<file path="config.mk">
export PLATFORM = sky130hd
export DESIGN_NAME = dma_crc32_inline
export DESIGN_NICKNAME = d
export VERILOG_FILES = /design/src/rtl/dma_crc_pkg.sv /design/src/rtl/crc32_word.sv /design/src/rtl/crc_seq_ctl.sv /design/src/rtl/dma_crc32_inline.sv
export SDC_FILE = /design/constraint.sdc
export NUM_CORES = 1
export LEC_CHECK = 0
export BUFFER_PORTS_ARGS = -buffer_cell sky130_fd_sc_hd__buf_2
export CORE_UTILIZATION = 46
export DETAILED_ROUTE_END_ITERATION = 10
export PLACE_DENSITY_LB_ADDON = 0.12
export SLEW_MARGIN = 20
export SYNTH_ARGS = -nofsm -noshare
export SYNTH_HDL_FRONTEND = slang
export SYNTH_SLANG_ARGS = --single-unit
export TNS_END_PERCENT = 20
</file>
<file path="constraint.sdc">
create_clock -name clk -period 11.6 [get_ports clk]
set_input_delay 2.32 -clock clk [delete_from_list [all_inputs] [get_ports clk]]
set_output_delay 2.32 -clock clk [all_outputs]
set_load 0.03 [all_outputs]
</file>
<file path="src/rtl/dma_crc_pkg.sv">
// Shared constants and types for the in-line DMA CRC.
// Assumes a 32-bit channel word, which is also the CRC width.
package dma_crc_pkg;
    localparam int CRC_W = 32;
    // Bit-reversed form of 0x04C11DB7, for LSB-first processing.
    localparam logic [CRC_W-1:0] POLY_REFL = 32'hEDB88320;
    localparam logic [CRC_W-1:0] CRC_RESET = '1;

    typedef enum logic [1:0] {
        ST_IDLE   = 2'd0,
        ST_RUN    = 2'd1,
        ST_APPEND = 2'd2
    } crc_state_e;
endpackage

</file>
<file path="src/rtl/crc32_word.sv">
// Combinational CRC-32 step that absorbs one full word.
// Bits are consumed LSB first (reflected form), one stage per bit.
// Assumes the caller registers the result; there is no state here.
module crc32_word
    import dma_crc_pkg::*;
#(
    parameter int W = CRC_W
) (
    input  logic [CRC_W-1:0] crc_in,
    input  logic [W-1:0]     data_in,
    output logic [CRC_W-1:0] crc_out
);
    logic [CRC_W-1:0] stage [0:W];

    assign stage[0] = crc_in;

    // One shift-and-conditional-xor stage for each data bit.
    for (genvar i = 0; i < W; i++) begin : g_bit
        assign stage[i+1] = (stage[i] >> 1)
                          ^ ({CRC_W{stage[i][0] ^ data_in[i]}} & POLY_REFL);
    end

    assign crc_out = stage[W];
endmodule

</file>
<file path="src/rtl/crc_seq_ctl.sv">
// Sequencer for one CRC channel. It tracks whether a transfer is
// running, raises the appended CRC write after the payload, and
// drives the interrupt hold.
// Assumes that no beats arrive while the appended write is pending.
module crc_seq_ctl
    import dma_crc_pkg::*;
#(
    parameter int ADDR_W     = 32,
    parameter int BEAT_BYTES = 4
) (
    input  logic              clk,
    input  logic              rst_n,
    input  logic              crc_on,
    input  logic              append_on,
    input  logic              absorb,
    input  logic [ADDR_W-1:0] beat_addr,
    input  logic              err_now,
    input  logic              xfer_done,
    input  logic              app_ack,
    output logic              in_append,
    output logic              app_req,
    output logic [ADDR_W-1:0] app_addr,
    output logic              irq_hold
);
    localparam logic [ADDR_W-1:0] STEP = ADDR_W'(BEAT_BYTES);

    crc_state_e        state_q, state_d;
    logic [ADDR_W-1:0] next_addr_q;

    logic do_append;
    assign do_append = crc_on && append_on && !err_now;

    // Next-state decision for the transfer sequence.
    always_comb begin
        state_d = state_q;
        unique case (state_q)
            ST_IDLE: begin
                if (xfer_done && crc_on)
                    state_d = do_append ? ST_APPEND : ST_IDLE;
                else if (absorb)
                    state_d = ST_RUN;
            end
            ST_RUN: begin
                if (!crc_on)
                    state_d = ST_IDLE;
                else if (xfer_done)
                    state_d = do_append ? ST_APPEND : ST_IDLE;
            end
            ST_APPEND: begin
                if (app_ack)
                    state_d = ST_IDLE;
            end
            default: state_d = ST_IDLE;
        endcase
    end

    // State register.
    always_ff @(posedge clk) begin
        if (!rst_n) state_q <= ST_IDLE;
        else        state_q <= state_d;
    end

    // Remembers the destination word that follows the last absorbed beat.
    always_ff @(posedge clk) begin
        if (!rst_n)      next_addr_q <= '0;
        else if (absorb) next_addr_q <= beat_addr + STEP;
    end

    assign in_append = (state_q == ST_APPEND);
    assign app_req   = in_append;
    assign app_addr  = next_addr_q;
    assign irq_hold  = (state_q != ST_IDLE);

    // the request and its address wait for the acknowledge.
    assert_req_waits_ack_R5: assert property (@(posedge clk) disable iff (!rst_n)
        (app_req && !app_ack) |=> (app_req && $stable(app_addr)));

    // an acknowledged request is withdrawn.
    assert_req_drops_R5: assert property (@(posedge clk) disable iff (!rst_n)
        (app_req && app_ack) |=> !app_req);

    // the interrupt stays held while the write is outstanding.
    assert_hold_covers_req_R6: assert property (@(posedge clk) disable iff (!rst_n)
        app_req |-> irq_hold);
endmodule

</file>
<file path="src/rtl/dma_crc32_inline.sv">
// In-line CRC-32 for one DMA channel.
// Each qualified beat is folded into the CRC on the same edge that it
// transfers. Firmware seeds the register. The result can be appended
// as one extra write, and the channel interrupt is held until done.
// Assumes 32-bit beats. HAS_CRC=0 builds a channel without CRC
// hardware, whose enable reads back as zero.
module dma_crc32_inline
    import dma_crc_pkg::*;
#(
    parameter int ADDR_W  = 32,
    parameter bit HAS_CRC = 1'b1
) (
    input  logic              clk,
    input  logic              rst_n,
    input  logic              cfg_crc_en,
    input  logic              cfg_append_en,
    input  logic [2:0]        cfg_xfer_bytes,
    input  logic              seed_we,
    input  logic [CRC_W-1:0]  seed_data,
    input  logic              beat_valid,
    input  logic [CRC_W-1:0]  beat_data,
    input  logic [ADDR_W-1:0] beat_addr,
    input  logic              xfer_done,
    input  logic              app_ack,
    output logic [CRC_W-1:0]  crc_value,
    output logic              crc_en_rd,
    output logic              size_err,
    output logic              app_req,
    output logic [ADDR_W-1:0] app_addr,
    output logic [CRC_W-1:0]  app_data,
    output logic              irq_hold
);
    localparam int BEAT_BYTES = CRC_W / 8;

    if (HAS_CRC) begin : g_crc
        logic [CRC_W-1:0] crc_q, crc_step;
        logic             err_q;
        logic             size_ok, bad_beat, absorb, in_append;

        assign size_ok  = (cfg_xfer_bytes == 3'(BEAT_BYTES));
        assign bad_beat = cfg_crc_en && beat_valid && !size_ok;
        assign absorb   = cfg_crc_en && beat_valid && size_ok
                          && !seed_we && !in_append;

        crc32_word #(.W(CRC_W)) u_step (
            .crc_in  (crc_q),
            .data_in (beat_data),
            .crc_out (crc_step)
        );

        crc_seq_ctl #(.ADDR_W(ADDR_W), .BEAT_BYTES(BEAT_BYTES)) u_ctl (
            .clk       (clk),
            .rst_n     (rst_n),
            .crc_on    (cfg_crc_en),
            .append_on (cfg_append_en),
            .absorb    (absorb),
            .beat_addr (beat_addr),
            .err_now   (err_q || bad_beat),
            .xfer_done (xfer_done),
            .app_ack   (app_ack),
            .in_append (in_append),
            .app_req   (app_req),
            .app_addr  (app_addr),
            .irq_hold  (irq_hold)
        );

        // CRC register: a seed write wins, otherwise absorb the beat.
        always_ff @(posedge clk) begin
            if (!rst_n)       crc_q <= CRC_RESET;
            else if (seed_we) crc_q <= seed_data;
            else if (absorb)  crc_q <= crc_step;
        end

        // Sticky size error, cleared by the next seed write.
        always_ff @(posedge clk) begin
            if (!rst_n)        err_q <= 1'b0;
            else if (seed_we)  err_q <= 1'b0;
            else if (bad_beat) err_q <= 1'b1;
        end

        assign crc_value = crc_q;
        assign app_data  = crc_q;
        assign size_err  = err_q;
        assign crc_en_rd = cfg_crc_en;

        // a seed write lands in the register.
        assert_seed_load_R2: assert property (@(posedge clk) disable iff (!rst_n)
            seed_we |=> (crc_value == $past(seed_data)));

        // a beat of the wrong size leaves the CRC alone.
        assert_bad_size_keeps_R3: assert property (@(posedge clk) disable iff (!rst_n)
            (beat_valid && cfg_crc_en && cfg_xfer_bytes != 3'd4 && !seed_we)
            |=> $stable(crc_value));

        // the appended data does not move while it is pending.
        assert_app_data_stable_R5: assert property (@(posedge clk) disable iff (!rst_n)
            (app_req && !app_ack && !seed_we) |=> $stable(app_data));

        // an idle, disabled channel never starts holding.
        assert_off_no_hold_R7: assert property (@(posedge clk) disable iff (!rst_n)
            (!cfg_crc_en && !irq_hold) |=> !irq_hold);
    end else begin : g_nocrc
        assign crc_value = '0;
        assign crc_en_rd = 1'b0;
        assign size_err  = 1'b0;
        assign app_req   = 1'b0;
        assign app_addr  = '0;
        assign app_data  = '0;
        assign irq_hold  = 1'b0;
    end
endmodule

</file>
After elaboration in Yosys (flattened, before gate mapping)
Cells that the tools add are included.

storage, ports and cells
  logic and storage cells = 103
  register bits after elaboration = 67
  output and inout bits = 100

operators by class
  add/sub/neg operators = 1
  bitwise logic cells = 65
  mux-type cells = 9
  equal/unequal tests = 6
  reduce and logical (&&, ||, !) cells = 18

operator list
  operator                                               number
  bitwise XOR 31 x 32 -> 32 bit                          32
  2-to-1 mux 32 bit                                      2
  adder 32 x 3 -> 32 bit, second input constant          1
  bitwise XOR 1 bit                                      32
  2-to-1 mux 2 bit                                       6
  logical AND 1 bit                                      8
  one-hot mux 2 bit (3 select lines)                     1
  zero test 1 bit                                        4
  nonzero test 2 bit                                     2
  == test 3 bit, second input constant                   1
  inequality test 3 x 2 -> 1 bit, second input constant  1
  inequality test 3 bit, second input constant           1
  AND reduction 3 bit                                    1
  == test 2 x 1 -> 1 bit, second input constant          1
  == test 2 bit, second input constant                   1
  zero test 2 bit                                        1
  inequality test 2 bit, second input constant           1
  OR reduction 2 bit                                     1
  logical OR 1 bit                                       1
  NOT 1 bit                                              1

Logic depth before layout (Yosys ltp)
Gate-level depths: netlist of the first run.

  depth in word-level cells = 66
  depth in mapped cells = 11
  gate-level depth less buffers = 9

Cells and area by module
From an unflattened synthesis of the first run, not the netlist that was laid out.

unflattened totals
  cells, all modules = 701
  area, all modules = 7,379.6 um^2

by module, submodules not included
  module            cells each  times used  area an instance (um^2)  seq. area each (um^2)
  crc32_word        266         1           3,348.2                  0.0
  dma_crc32_inline  215         1           2,185.8                  660.6
  crc_seq_ctl       220         1           1,845.5                  680.7

Least setup slack after synthesis of the first run
No wires, ideal clock.

  path type = in2reg
  from = input beat_data[4]
  to = register g_crc.crc_q[8], in the netlist app_data[8]
  path buffers = 1
  required time = 11.479 ns
  slack = 6.206 ns
  cell stages on the path = 10
  library setup time = 0.121 ns
  arrival = 5.272 ns
  path through = xnor2_1 -> buf_6 -> xnor3_2 -> xnor3_4 -> xor2_4 -> xnor3_1 -> xnor3_2 -> xnor3_1 -> a22oi_2 -> nand3_1

between the ends
  longest elaborated chain between the ends = 35
  elaborated cells between the ends (all ways) = 42
  those cells by class = mux (2); bitwise (40)

RTL lines
  what                                                                RTL line                text
  start, declared                                                     dma_crc32_inline.sv:21  input logic [CRC_W-1:0] beat_data,
  bitwise XOR 1 bit *                                                 crc32_word.sv:20        ^ ({CRC_W{stage[i][0] ^ data_in[i]}} & POLY_REFL);
  bitwise XOR 31 x 32 -> 32 bit * (6 in series)                       crc32_word.sv:20
  bitwise XOR 1 bit or bitwise XOR 31 x 32 -> 32 bit (tied branches)  crc32_word.sv:20
  bitwise XOR 31 x 32 -> 32 bit * (6 in series)                       crc32_word.sv:20
  bitwise XOR 1 bit or bitwise XOR 31 x 32 -> 32 bit (tied branches)  crc32_word.sv:20
  bitwise XOR 31 x 32 -> 32 bit * (6 in series)                       crc32_word.sv:20
  bitwise XOR 1 bit or bitwise XOR 31 x 32 -> 32 bit (tied branches)  crc32_word.sv:20
  bitwise XOR 31 x 32 -> 32 bit * (9 in series)                       crc32_word.sv:20
  bitwise XOR 1 bit                                                   crc32_word.sv:20
  bitwise XOR 31 x 32 -> 32 bit *                                     crc32_word.sv:20
  2-to-1 mux 32 bit *                                                 dma_crc32_inline.sv:71  else if (absorb) crc_q <= crc_step;
  2-to-1 mux 32 bit *                                                 dma_crc32_inline.sv:70  else if (seed_we) crc_q <= seed_data;
  end signal, assigned                                                dma_crc32_inline.sv:70
  end signal, assigned                                                dma_crc32_inline.sv:71
  end, declared                                                       dma_crc32_inline.sv:36  logic [CRC_W-1:0] crc_q, crc_step;

Every way passes the cells marked *; elsewhere a longest branch is shown, timed or not. The select of a mux whose other input is x is not followed.
A chain may end at the register's enable or synchronous reset.

Worst setup path after layout of the first run
  from = input beat_data[2]
  to = register g_crc.crc_q[8], in the netlist app_data[8]

between the ends
  longest elaborated chain between the ends = 37
  elaborated cells between the ends (all ways) = 44
  those cells by class = mux (2); bitwise (42)

RTL lines
  what                                                                RTL line
  bitwise XOR 1 bit *                                                 crc32_word.sv:20
  bitwise XOR 31 x 32 -> 32 bit * (6 in series)                       crc32_word.sv:20
  bitwise XOR 1 bit or bitwise XOR 31 x 32 -> 32 bit (tied branches)  crc32_word.sv:20
  bitwise XOR 31 x 32 -> 32 bit * (6 in series)                       crc32_word.sv:20
  bitwise XOR 1 bit or bitwise XOR 31 x 32 -> 32 bit (tied branches)  crc32_word.sv:20
  bitwise XOR 31 x 32 -> 32 bit * (6 in series)                       crc32_word.sv:20
  bitwise XOR 1 bit or bitwise XOR 31 x 32 -> 32 bit (tied branches)  crc32_word.sv:20
  bitwise XOR 31 x 32 -> 32 bit * (10 in series)                      crc32_word.sv:20
  bitwise XOR 1 bit                                                   crc32_word.sv:20
  bitwise XOR 31 x 32 -> 32 bit * (2 in series)                       crc32_word.sv:20
  2-to-1 mux 32 bit *                                                 dma_crc32_inline.sv:71
  2-to-1 mux 32 bit *                                                 dma_crc32_inline.sv:70

Marks and branches as above.

==> results of run 1 <==
[flip-flops by register name (all words and copies together), names as in the netlist]
signal and flops:
app_data 32, g_crc.u_ctl.app_addr 32, g_crc.u_ctl.state_q 2, size_err 1
[logic make-up after synthesis]
| family | after synthesis |
|---|---|
| AO/OA/AOI/OAI | 94 |
| XOR/XNOR | 296 |
| adder cells (fa/ha/maj) | 1 |
| buffers and inverters | 60 |
| flip-flops | 67 |
| AND/OR/NAND/NOR | 129 |
[how the worst max path moves through the flow]
stage	start	end	slack, ps	depth (start not counted)
3_5_place_dp	beat_data[2]	app_data[8]$_SDFFE_PN1P_	5660	10
3_3_place_gp	beat_data[2]	app_data[8]$_SDFFE_PN1P_	5680	10
5_1_grt	beat_data[2]	app_data[8]$_SDFFE_PN1P_	5840	10
6_report	beat_data[2]	app_data[8]$_SDFFE_PN1P_	5990	10
2_1_floorplan	beat_data[4]	app_data[8]$_SDFFE_PN1P_	6210	10
4_1_cts	beat_data[2]	app_data[8]$_SDFFE_PN1P_	5990	10
[final cells by class]
| class | instances | share of cell area |
|---|---|---|
| Clock buffer | 10 | 0.0303 |
| Clock inverter | 6 | 0.00904 |
| Inverter | 2 | 0.000952 |
| Multi-Input combinational cell | 520 | 0.625 |
| Sequential cell | 67 | 0.170 |
| Tap cell | 180 | 0.0286 |
| Timing Repair Buffer | 212 | 0.136 |
[critical path: cells and delay by family]
kind            cells  cell delay [ps]
compound gates      1              120
xor+xnor            7             3140
buf+inv             1              110
simple gates        1               80
[through the flow]
stage / std cells / worst slack [ps] / utilization / hold slack, ps / instance area [um2]
4_1_cts: 997 / 5990 / 0.564 / 466 / 7890
5_1_grt: 997 / 5840 / 0.564 / 485 / 7890
6_report: 997 / 5990 / 0.564 / 458 / 7890
3_3_place_gp: 981 / 5680 / 0.541 / 451 / 7570
3_5_place_dp: 981 / 5660 / 0.542 / 458 / 7580
2_1_floorplan: 647 / 6210 / - / 529 / 6660
[layer usage]
| metal | up-vias | part of all wire | global-route usage |
|---|---|---|---|
| met5 | - | 0 | 0 |
| met2 | 179 | 0.47 | 0.408 |
| met3 | 11 | 0.061 | 0.0418 |
| li1 | 2495 | - | - |
| met1 | 2411 | 0.46 | 0.343 |
| met4 | 0 | 0.0079 | 0.0534 |
[layout by cell type (no fill, tap or decap), types with 2 or more instances in the layout]
master	n
buf_2	206
xnor2_1	156
nand2_1	80
dfxtp_1	67
xor2_1	61
xnor3_1	26
xnor2_2	23
o211a_1	21
o211ai_1	14
nand3_1	13
nor2_1	12
a21oi_1	12
a22oi_1	12
o21ai_0	11
o2111ai_1	11
clkbuf_16	9
and3_1	8
xnor3_2	7
xnor2_4	7
xnor3_4	6
buf_4	6
xor3_1	4
nand4_1	3
a21boi_0	3
xor3_2	3
nand2b_1	2
inv_1	2
or3_1	2
nor2_4	2
nor3_1	2
xor2_2	2
a221o_1	2
clkinvlp_4	2
inv_6	2
==> flow_summary_export.csv, run 1 <==
group,metric,value,unit
place,dp_hpwl,14400,um
synthesis,syn-mean-instance-area,10.3,um2
timing,fin_skew,11.1,ps
synthesis,ys_ff_latch,67,
worst_setup_path,path_cells,"buf_2 -> xnor2_2 -> xnor2_1 -> xnor2_1 -> xnor3_1 -> xnor3_1 -> xnor3_2 -> xnor3_1 -> a22oi_2 -> nand3_1",
timing,fmax,178,MHz
global_routing,globalRouteOverflowTotal,0,
synthesis,synthAdderAreaFrac,0.00188,
worst_setup_path,slowest_delay,630,ps
cts,numCtsBuffers,9,
worst_setup_path,arrival,5800,ps
hold_path,hold_start,"g_crc.u_ctl.app_addr[3]$_SDFFE_PN0P_",
cts,root_buffer,"clkbuf_16",
timing,setup_viol,0,
worst_setup_path,rr_worst_depth,9,
synthesis,synth-simple-area-share,0.0844,
timing,finalMaxSlewViolations,0,
global_routing,grt_max_degree,70,
worst_setup_path,r2r_slack,7650,ps
global_routing,first_global_vias,4963,
die,initial_core_util,0.476,
synthesis,synth.distinct_cells,49,
route,route.detailed.drc,0,
cts,insertion_delay,340,ps
route,drtIter0Drc,276,
synthesis,synth_compound_area_frac,0.110,
global_routing,grtUsageTotal,0.249,
synthesis,ys_top_cells_by_count,"xnor2_1 (156), nand2_1 (80), dfxtp_1 (67)",
synthesis,yosysTopAreaCell,"xnor2_1",
worst_setup_path,crit_type,"input port to register",
timing,relSlewSlack,0.306,
synthesis,ys_seq_area_frac,0.201,
route,wl_per_cell,18.3,um
cts,ctsLongestPathBuffers,2,
die,rows,43,
final_layout,regArea,1340,um2
final_layout,area_growth,18.5,%
synthesis,yosys_warnings,0,
place,portBuffers,206,
final_layout,drive_gt1_frac,0.346,
cts,cts.sinks,67,
route,dr_total_vias,5096,
synthesis,ys_async_sr_fraction,0,
route,drt_first_pass_iters,5,
timing,worstMarginPinSlew,1030,ps
timing,fin_crit_sh,0.483,
run,maxCapViolations,0,
synthesis,yosysMostFrequentCell,"xnor2_1",
synthesis,synth.area.top_cells,"xnor2_1 (21%), dfxtp_1 (20%), xnor3_1 (8.8%)",
route,viasPerCell,5.11,
final_layout,diodes,0,
status,outcome,"finished clean",
worst_setup_path,cpMaxStageDelayCell,"xnor2_1",
die,pin_count,207,
timing,rsz0062_at_grt,"no",
worst_setup_path,cp.required,11790,ps
hold_path,hold_path.class,"register to register",
synthesis,synthMuxAreaShare,0,
worst_setup_path,startpoint_type,"input port",
timing,period_needed,5610,ps
worst_setup_path,regToRegEndpoint,"app_data[8]$_SDFFE_PN1P_",
route,drtAntennaViolNets,0,
die,core,14000,um2
final_layout,multi_input_comb_area,4930,um2
die,die_area,15000,um2
worst_setup_path,crit_path_end_kind,"register",
cts,cts-resized-gates,0,
route,drt-total-wl,18300,um
worst_setup_path,critPathMaxFanout,7,
synthesis,synth-edff-count,0,
global_routing,antenna_found_initial,0,
synthesis,synth_flop_cell,"dfxtp_1",
synthesis,synth_xor_area_frac,0.542,
final_layout,fillers,1294,
hold_path,hold_end,"g_crc.u_ctl.app_addr[3]$_SDFFE_PN0P_",
cts,hold_buffers,0,
worst_setup_path,r2r_start,"app_data[7]$_SDFFE_PN1P_",
die,fp.dieW,122,um
die,die_h,122,um
synthesis,synthCells,647,
synthesis,syn_nets,755,
hold_path,worstHoldPathCells,2,
worst_setup_path,crit_top_cell,"xnor3_1",
place,gp_congestion,0.954,
global_routing,grt_first_pass_wirelength,27800,um
timing,fin_tns_setup,0,ps
synthesis,syn_area,6660,um2
final_layout,layout.nets,920,
cts,clkTransAtPathRegs,60,ps
cts,cts_tree,"done",
synthesis,synth_top_area_frac,0.205,
cts,htreeDepth,3,
synthesis,synth_top_family_by_area,"XOR/XNOR gates",
timing,report.final.hold_viol_count,0,
cts,cts_setup_buffers,0,
Power of run 1 is not shown: default switching activity piles up to over one toggle a cycle in this logic, so the estimate is an artifact.
==> run 2: changes to the inputs <==
- ABC_AREA: not set -> 1
- clock period: 11.6 -> 5.25 ns (I/O delays scaled with it)
==> run 2 against run 1 <==
Against the previous run:
- register-to-register slack worse by 5800 ps
- sequential cell count unchanged
- final area up 27%
- non-clock buffer count unchanged
- global-route usage up 8.2 points
- wire length up 77%
- critical endpoint is now app_data[29]$_SDFFE_PN1P_
==> flow_summary_export.csv, run 2 <==
group,metric,value,unit
status,outcome,"finished clean",
route,drt_first_pass_iters,5,
global_routing,first_global_vias,8715,
timing,fmax,259,MHz
cts,htreeDepth,3,
pwr,power.density,637,nW/um2
route,drt-total-wl,32200,um
global_routing,use_met3,0.0471,
synthesis,syn_nets,1521,
worst_setup_path,critPathMaxFanout,13,
synthesis,yosys_warnings,0,
place,dp_hpwl,26700,um
global_routing,globalRouteOverflowTotal,0,
timing,setup_viol,0,
route,route.detailed.drc,0,
cts,numCtsBuffers,9,
die,rows,50,
die,fp.dieW,140,um
synthesis,synthMuxAreaShare,0,
worst_setup_path,arrival,4070,ps
timing,fin_tns_setup,0,ps
final_layout,multi_input_comb_area,6370,um2
synthesis,synthAdderAreaFrac,0.00143,
hold_path,hold_path.class,"register to register",
timing,finalMaxSlewViolations,0,
final_layout,fillers,1963,
global_routing,grtUsageTotal,0.331,
worst_setup_path,rr_worst_depth,24,
final_layout,layout_commonest_cell,"nand2_1",
synthesis,synth_xor_area_frac,0.152,
route,wl_per_cell,17.7,um
timing,relSlewSlack,0.537,
timing,rsz0062_at_grt,"no",
synthesis,synth_top_area_frac,0.197,
worst_setup_path,crit_type,"input port to register",
die,die_h,140,um
synthesis,synth-simple-area-share,0.483,
die,initial_core_util,0.469,
synthesis,synth_flop_cell,"dfxtp_1",
worst_setup_path,r2r_start,"app_data[0]$_SDFFE_PN1P_",
cts,hold_buffers,0,
global_routing,grt_max_degree,65,
synthesis,syn-mean-instance-area,6.19,um2
cts,cts_tree,"done",
global_routing,grtUsageMet2,0.572,
synthesis,ys_seq_area_frac,0.153,
worst_setup_path,crit_start,"beat_data[0]",
synthesis,ys_async_sr_fraction,0,
worst_setup_path,startpoint_type,"input port",
cts,root_buffer,"clkbuf_16",
worst_setup_path,r2r_slack,1810,ps
synthesis,yosysTopAreaCell,"nand2_1",
route,viasPerCell,5.23,
run,maxCapViolations,0,
route,drtIter0Drc,573,
synthesis,syn_area,8740,um2
pwr,vdd_ir_drop_max,0.286,mV
timing,fin_crit_sh,0.736,
synthesis,synth_top_family_by_area,"simple AND/OR/NAND/NOR gates",
timing,period_needed,3860,ps
timing,worstMarginPinSlew,694,ps
worst_setup_path,cp-endpoint,"app_data[29]$_SDFFE_PN1P_",
final_layout,final_cell_mix,"nand2_1 (458), buf_2 (206), nand3_1 (152)",
synthesis,synth.area.top_cells,"nand2_1 (20%), dfxtp_1 (15%), xor2_1 (11%)",
global_routing,grt_first_pass_wirelength,49300,um
timing,report.final.hold_viol_count,0,
timing,whs,461,ps
die,die_area,19600,um2
synthesis,synth.distinct_cells,51,
die,pin_count,207,
cts,cts.sinks,67,
global_routing,antenna_found_initial,1,
synthesis,yosysMostFrequentCell,"nand2_1",
global_routing,grt_use_met1,0.422,
global_routing,top_usage_layer,"met2",
place,portBuffers,206,
cts,cts-resized-gates,0,
cts,clkTransAtPathRegs,60,ps
synthesis,synth_compound_area_frac,0.0919,
final_layout,drive_gt1_frac,0.280,
route,drtAntennaViolNets,0,
timing,fin_skew,8.27,ps
die,core,18600,um2
worst_setup_path,regToRegEndpoint,"app_data[19]$_SDFFE_PN1P_",
synthesis,synth-edff-count,0,
synthesis,ys_ff_latch,67,
cts,cts_setup_buffers,0,
synthesis,ys_top_cells_by_count,"nand2_1 (458), nand3_1 (152), inv_1 (136)",
cts,insertion_delay,330,ps
final_layout,regArea,1340,um2
synthesis,synthCells,1413,
worst_setup_path,crit_path_end_kind,"register",
cts,ctsLongestPathBuffers,2,
final_layout,area_growth,14.8,%
worst_setup_path,cp.required,5460,ps
hold_path,hold_start,"g_crc.u_ctl.app_addr[3]$_SDFFE_PN0P_",
final_layout,diodes,0,
place,gp_congestion,1.02,
route,dr_total_vias,9501,
pwr,p_leak,5.61,nW
final_layout,layout.nets,1686,
run 2: changes by cell type in the layout (fill, tap and decap cells not counted), sizes merged, moves of 38 or more:
cell   previous run  this run
inv               4       174
nand2            80       587
nand3            13       183
xnor2           186        26
xnor3            39         1
xor2             64       115
run 2: where the power goes:
group	internal, W	leakage, nW	total (W)	switching [W]
registers	0.000539	0.550	0.000589	0.0000505
logic	0.00165	4.93	0.00522	0.00358
clock network	0.000346	0.134	0.000586	0.000240
run 2: worst min-delay path by stage:
stage | end | slack (ps) | cells after the start
2_1_floorplan | g_crc.u_ctl.state_q[1]$_SDFFE_PN0P_ | 500 | 2
3_3_place_gp | g_crc.u_ctl.app_addr[5]$_SDFFE_PN0P_ | 450 | 2
3_5_place_dp | g_crc.u_ctl.app_addr[1]$_SDFFE_PN0P_ | 460 | 2
4_1_cts | g_crc.u_ctl.app_addr[3]$_SDFFE_PN0P_ | 460 | 2
5_1_grt | g_crc.u_ctl.app_addr[3]$_SDFFE_PN0P_ | 480 | 2
6_report | g_crc.u_ctl.app_addr[3]$_SDFFE_PN0P_ | 460 | 2
run 2: cell type report:
cell class,count,share of cell area
clock inverter,5,0.00362
inverter,174,0.0666
sequential,67,0.134
tap,234,0.0292
timing repair buffer,212,0.107
clock buffer,11,0.0252
multi-input combinational,1114,0.635
run 2: cells by family (layout without fill, tap and decap cells):
group           after synthesis  count (layout)
fa+ha+maj                     1               1
flops                        67              67
buf+inv                     232             402
compound gates              134             134
simple gates                837             837
xor+xnor                    142             142
run 2: critical path, stage by stage:
cell and delay (ps):
buf_2 110, inv_1 60, nand2_1 70, nand2_2 320, nand2_1 110, nand2_2 150, nand2_1 120, nand2_1 130
nand2_4 90, nand2_8 130, nand2_2 60, nand3_1 160, nand3_1 180, nand2_1 130, nand2_2 90, nand2_4 140
nand2_1 120, nand2_1 70, nand2_1 90, nand2_2 170, nand2_1 100, nand3_1 70, nand2_1 80, nand2_1 150
o211ai_1 100
run 2: metal layers:
| layer | wire (um) | vias up |
|---|---|---|
| li1 | - | 4755 |
| met1 | 13700 | 4349 |
| met2 | 15600 | 346 |
| met3 | 2170 | 49 |
| met4 | 809 | 2 |
| met5 | 10 | - |
run 2: metrics by stage:
stage,total power [W],cell area (um2),util,cells,worst slack [ps]
6_report,0.00640,10000,0.538,1817,1390
2_1_floorplan,0.00451,8740,-,1413,2020
3_5_place_dp,0.00576,9750,0.523,1801,1130
5_1_grt,0.00692,10000,0.538,1817,1180
4_1_cts,0.00638,10000,0.538,1817,1460
3_3_place_gp,0.00578,9750,0.523,1801,1110
Power figures use the tool's default switching activity.
==> run 3: changes to the inputs <==
- clock period: 5.25 -> 3.55 ns (I/O delays scaled with it)
==> run 3 against run 2 <==
Against the previous run:
- sequential power rose by 48%
- critical path type is now register to register
- total power rose by 68%
- clock power rose by 79%
==> flow_summary_export.csv, run 3 (synthesis gave the netlist of run 2 again) <==
group,metric,value,unit
final_layout,fillers,1842,
worst_setup_path,crit_type,"register to register",
cts,htreeDepth,3,
final_layout,drive_gt1_frac,0.322,
route,drtAntennaViolNets,0,
worst_setup_path,startpoint_type,"register",
pwr,p_leak,6.15,nW
place,dp.cells,1899,
pwr,power.density,984,nW/um2
worst_setup_path,crit_top_cell,"nand2_1",
cts,clkTransAtPathRegs,60,ps
worst_setup_path,arrival,3600,ps
timing,period_needed,3310,ps
worst_setup_path,slowest_delay,510,ps
place,place_area,10500,um2
timing,fin_skew,12.4,ps
global_routing,globalRouteOverflowTotal,0,
cts,hold_buffers,0,
status,outcome,"finished clean",
final_layout,fin_area,10900,um2
route,dr_total_vias,9880,
worst_setup_path,cp.required,3840,ps
die,core,18600,um2
global_routing,antenna_found_initial,1,
timing,rsz0062_at_grt,"no",
die,initial_core_util,0.469,
final_layout,layout_commonest_cell,"nand2_1",
final_layout,regArea,1340,um2
die,die_h,140,um
cts,cts_tree,"done",
timing,fin_crit_sh,0.932,
die,fp.dieW,140,um
place,pre_cts_slack,-25.6,ps
cts,insertion_delay,340,ps
cts,numCtsBuffers,9,
die,die_area,19600,um2
route,drt_first_pass_iters,5,
cts,root_buffer,"clkbuf_16",
worst_setup_path,crit_path_end_kind,"register",
die,pin_count,207,
timing,fin_tns_setup,0,ps
final_layout,stdcell_count,1916,
final_layout,layout.nets,1784,
cts,cts_setup_buffers,0,
timing,worstMarginPinSlew,677,ps
cts,cts-resized-gates,0,
global_routing,grt_first_pass_wirelength,49900,um
place,gp_congestion,0.969,
place,portBuffers,206,
timing,layout_setup_ws,240,ps
route,route.detailed.drc,0,
global_routing,first_global_vias,9253,
hold_path,hold_path.class,"register to register",
timing,setup_viol,0,
timing,finalMaxSlewViolations,0,
global_routing,grt_max_degree,65,
place,dp_hpwl,27100,um
timing,relSlewSlack,0.549,
final_layout,area_growth,24.7,%
run,maxCapViolations,0,
timing,fmax,302,MHz
route,drtIter0Drc,762,
final_layout,multi_input_comb_area,6370,um2
global_routing,grtUsageTotal,0.334,
route,wl_per_cell,16.8,um
worst_setup_path,critPathMaxFanout,6,
pwr,vdd_ir_drop_max,0.481,mV
timing,report.final.hold_viol_count,0,
route,drt-total-wl,32200,um
final_layout,final_cell_mix,"nand2_1 (458), buf_2 (206), nand3_1 (152)",
worst_setup_path,cpMaxStageDelayCell,"dfxtp_1",
die,rows,50,
route,viasPerCell,5.16,
worst_setup_path,path_cells,"nand2_1 -> nand2_4 -> nand2_1 -> nand2_2 -> inv_1 -> nand3_4 -> nand2_4 -> buf_4 -> inv_2 -> nand2_1 -> nand2_2 -> buf_4 -> xor2_1 -> xor2_1 -> xor2_2 -> xnor2_1 -> buf_4 -> nand2_1 -> nand2_1",
cts,cts.sinks,67,
cts,ctsLongestPathBuffers,2,
-- run 3: cell count changes in the layout (fill, tap and decap cells not counted), sizes merged --
cell | previous run | this run
buf | 212 | 310
inv | 174 | 175
clkbuf | 11 | 9
clkinvlp | 3 | 0
clkinv | 2 | 3
bufinv | 0 | 3
diode | 0 | 1
-- run 3: metal layers --
layer	global-route usage	share of wire	vias to the layer above
li1	-	-	4958
met1	0.430	0.43	4462
met2	0.567	0.47	400
met3	0.0385	0.063	60
met4	0.128	0.037	0
met5	0	0	-
-- run 3: area by class of cell --
class | instances | share of cell area
Multi-Input combinational cell | 1114 | 0.584
Clock buffer | 9 | 0.0207
Timing Repair Buffer | 310 | 0.172
Inverter | 174 | 0.0613
Clock inverter | 7 | 0.0114
Antenna cell | 1 | 0.000230
Sequential cell | 67 | 0.123
Tap cell | 234 | 0.0269
-- run 3: path summary, 6_finish.rpt --
path | from | to | slack, ps | cells after the start
setup / recovery | app_data[4]$_SDFFE_PN1P_ | app_data[3]$_SDFFE_PN1P_ | 240 | 19
hold / removal | g_crc.u_ctl.app_addr[0]$_SDFFE_PN0P_ | g_crc.u_ctl.app_addr[0]$_SDFFE_PN0P_ | 460 | 2
setup reg to reg | app_data[4]$_SDFFE_PN1P_ | app_data[3]$_SDFFE_PN1P_ | 240 | 19
hold reg to reg | g_crc.u_ctl.app_addr[0]$_SDFFE_PN0P_ | g_crc.u_ctl.app_addr[0]$_SDFFE_PN0P_ | 460 | 2
-- run 3: through the flow --
step	power, W	hold WS (ps)	utilization
floorplan	0.00667	504	-
global placement	0.00952	450	0.566
detailed placement	0.00952	455	0.566
CTS	0.0107	464	0.584
global route	0.0115	484	0.585
finish	0.0107	463	0.585
-- run 3: critical path, delay by kind of cell (launching register included) --
kind / cells / cell delay, ps
XOR/XNOR: 4 / 1180
buffers and inverters: 5 / 600
flip-flops: 1 / 510
AND/OR/NAND/NOR: 10 / 980
-- run 3: where the power goes --
part / internal [W] / leakage, nW / switching [W]
clock network: 0.000693 / 0.172 / 0.000359
registers: 0.000797 / 0.550 / 0.0000738
logic: 0.00320 / 5.42 / 0.00560
total: 0.00469 / 6.15 / 0.00603
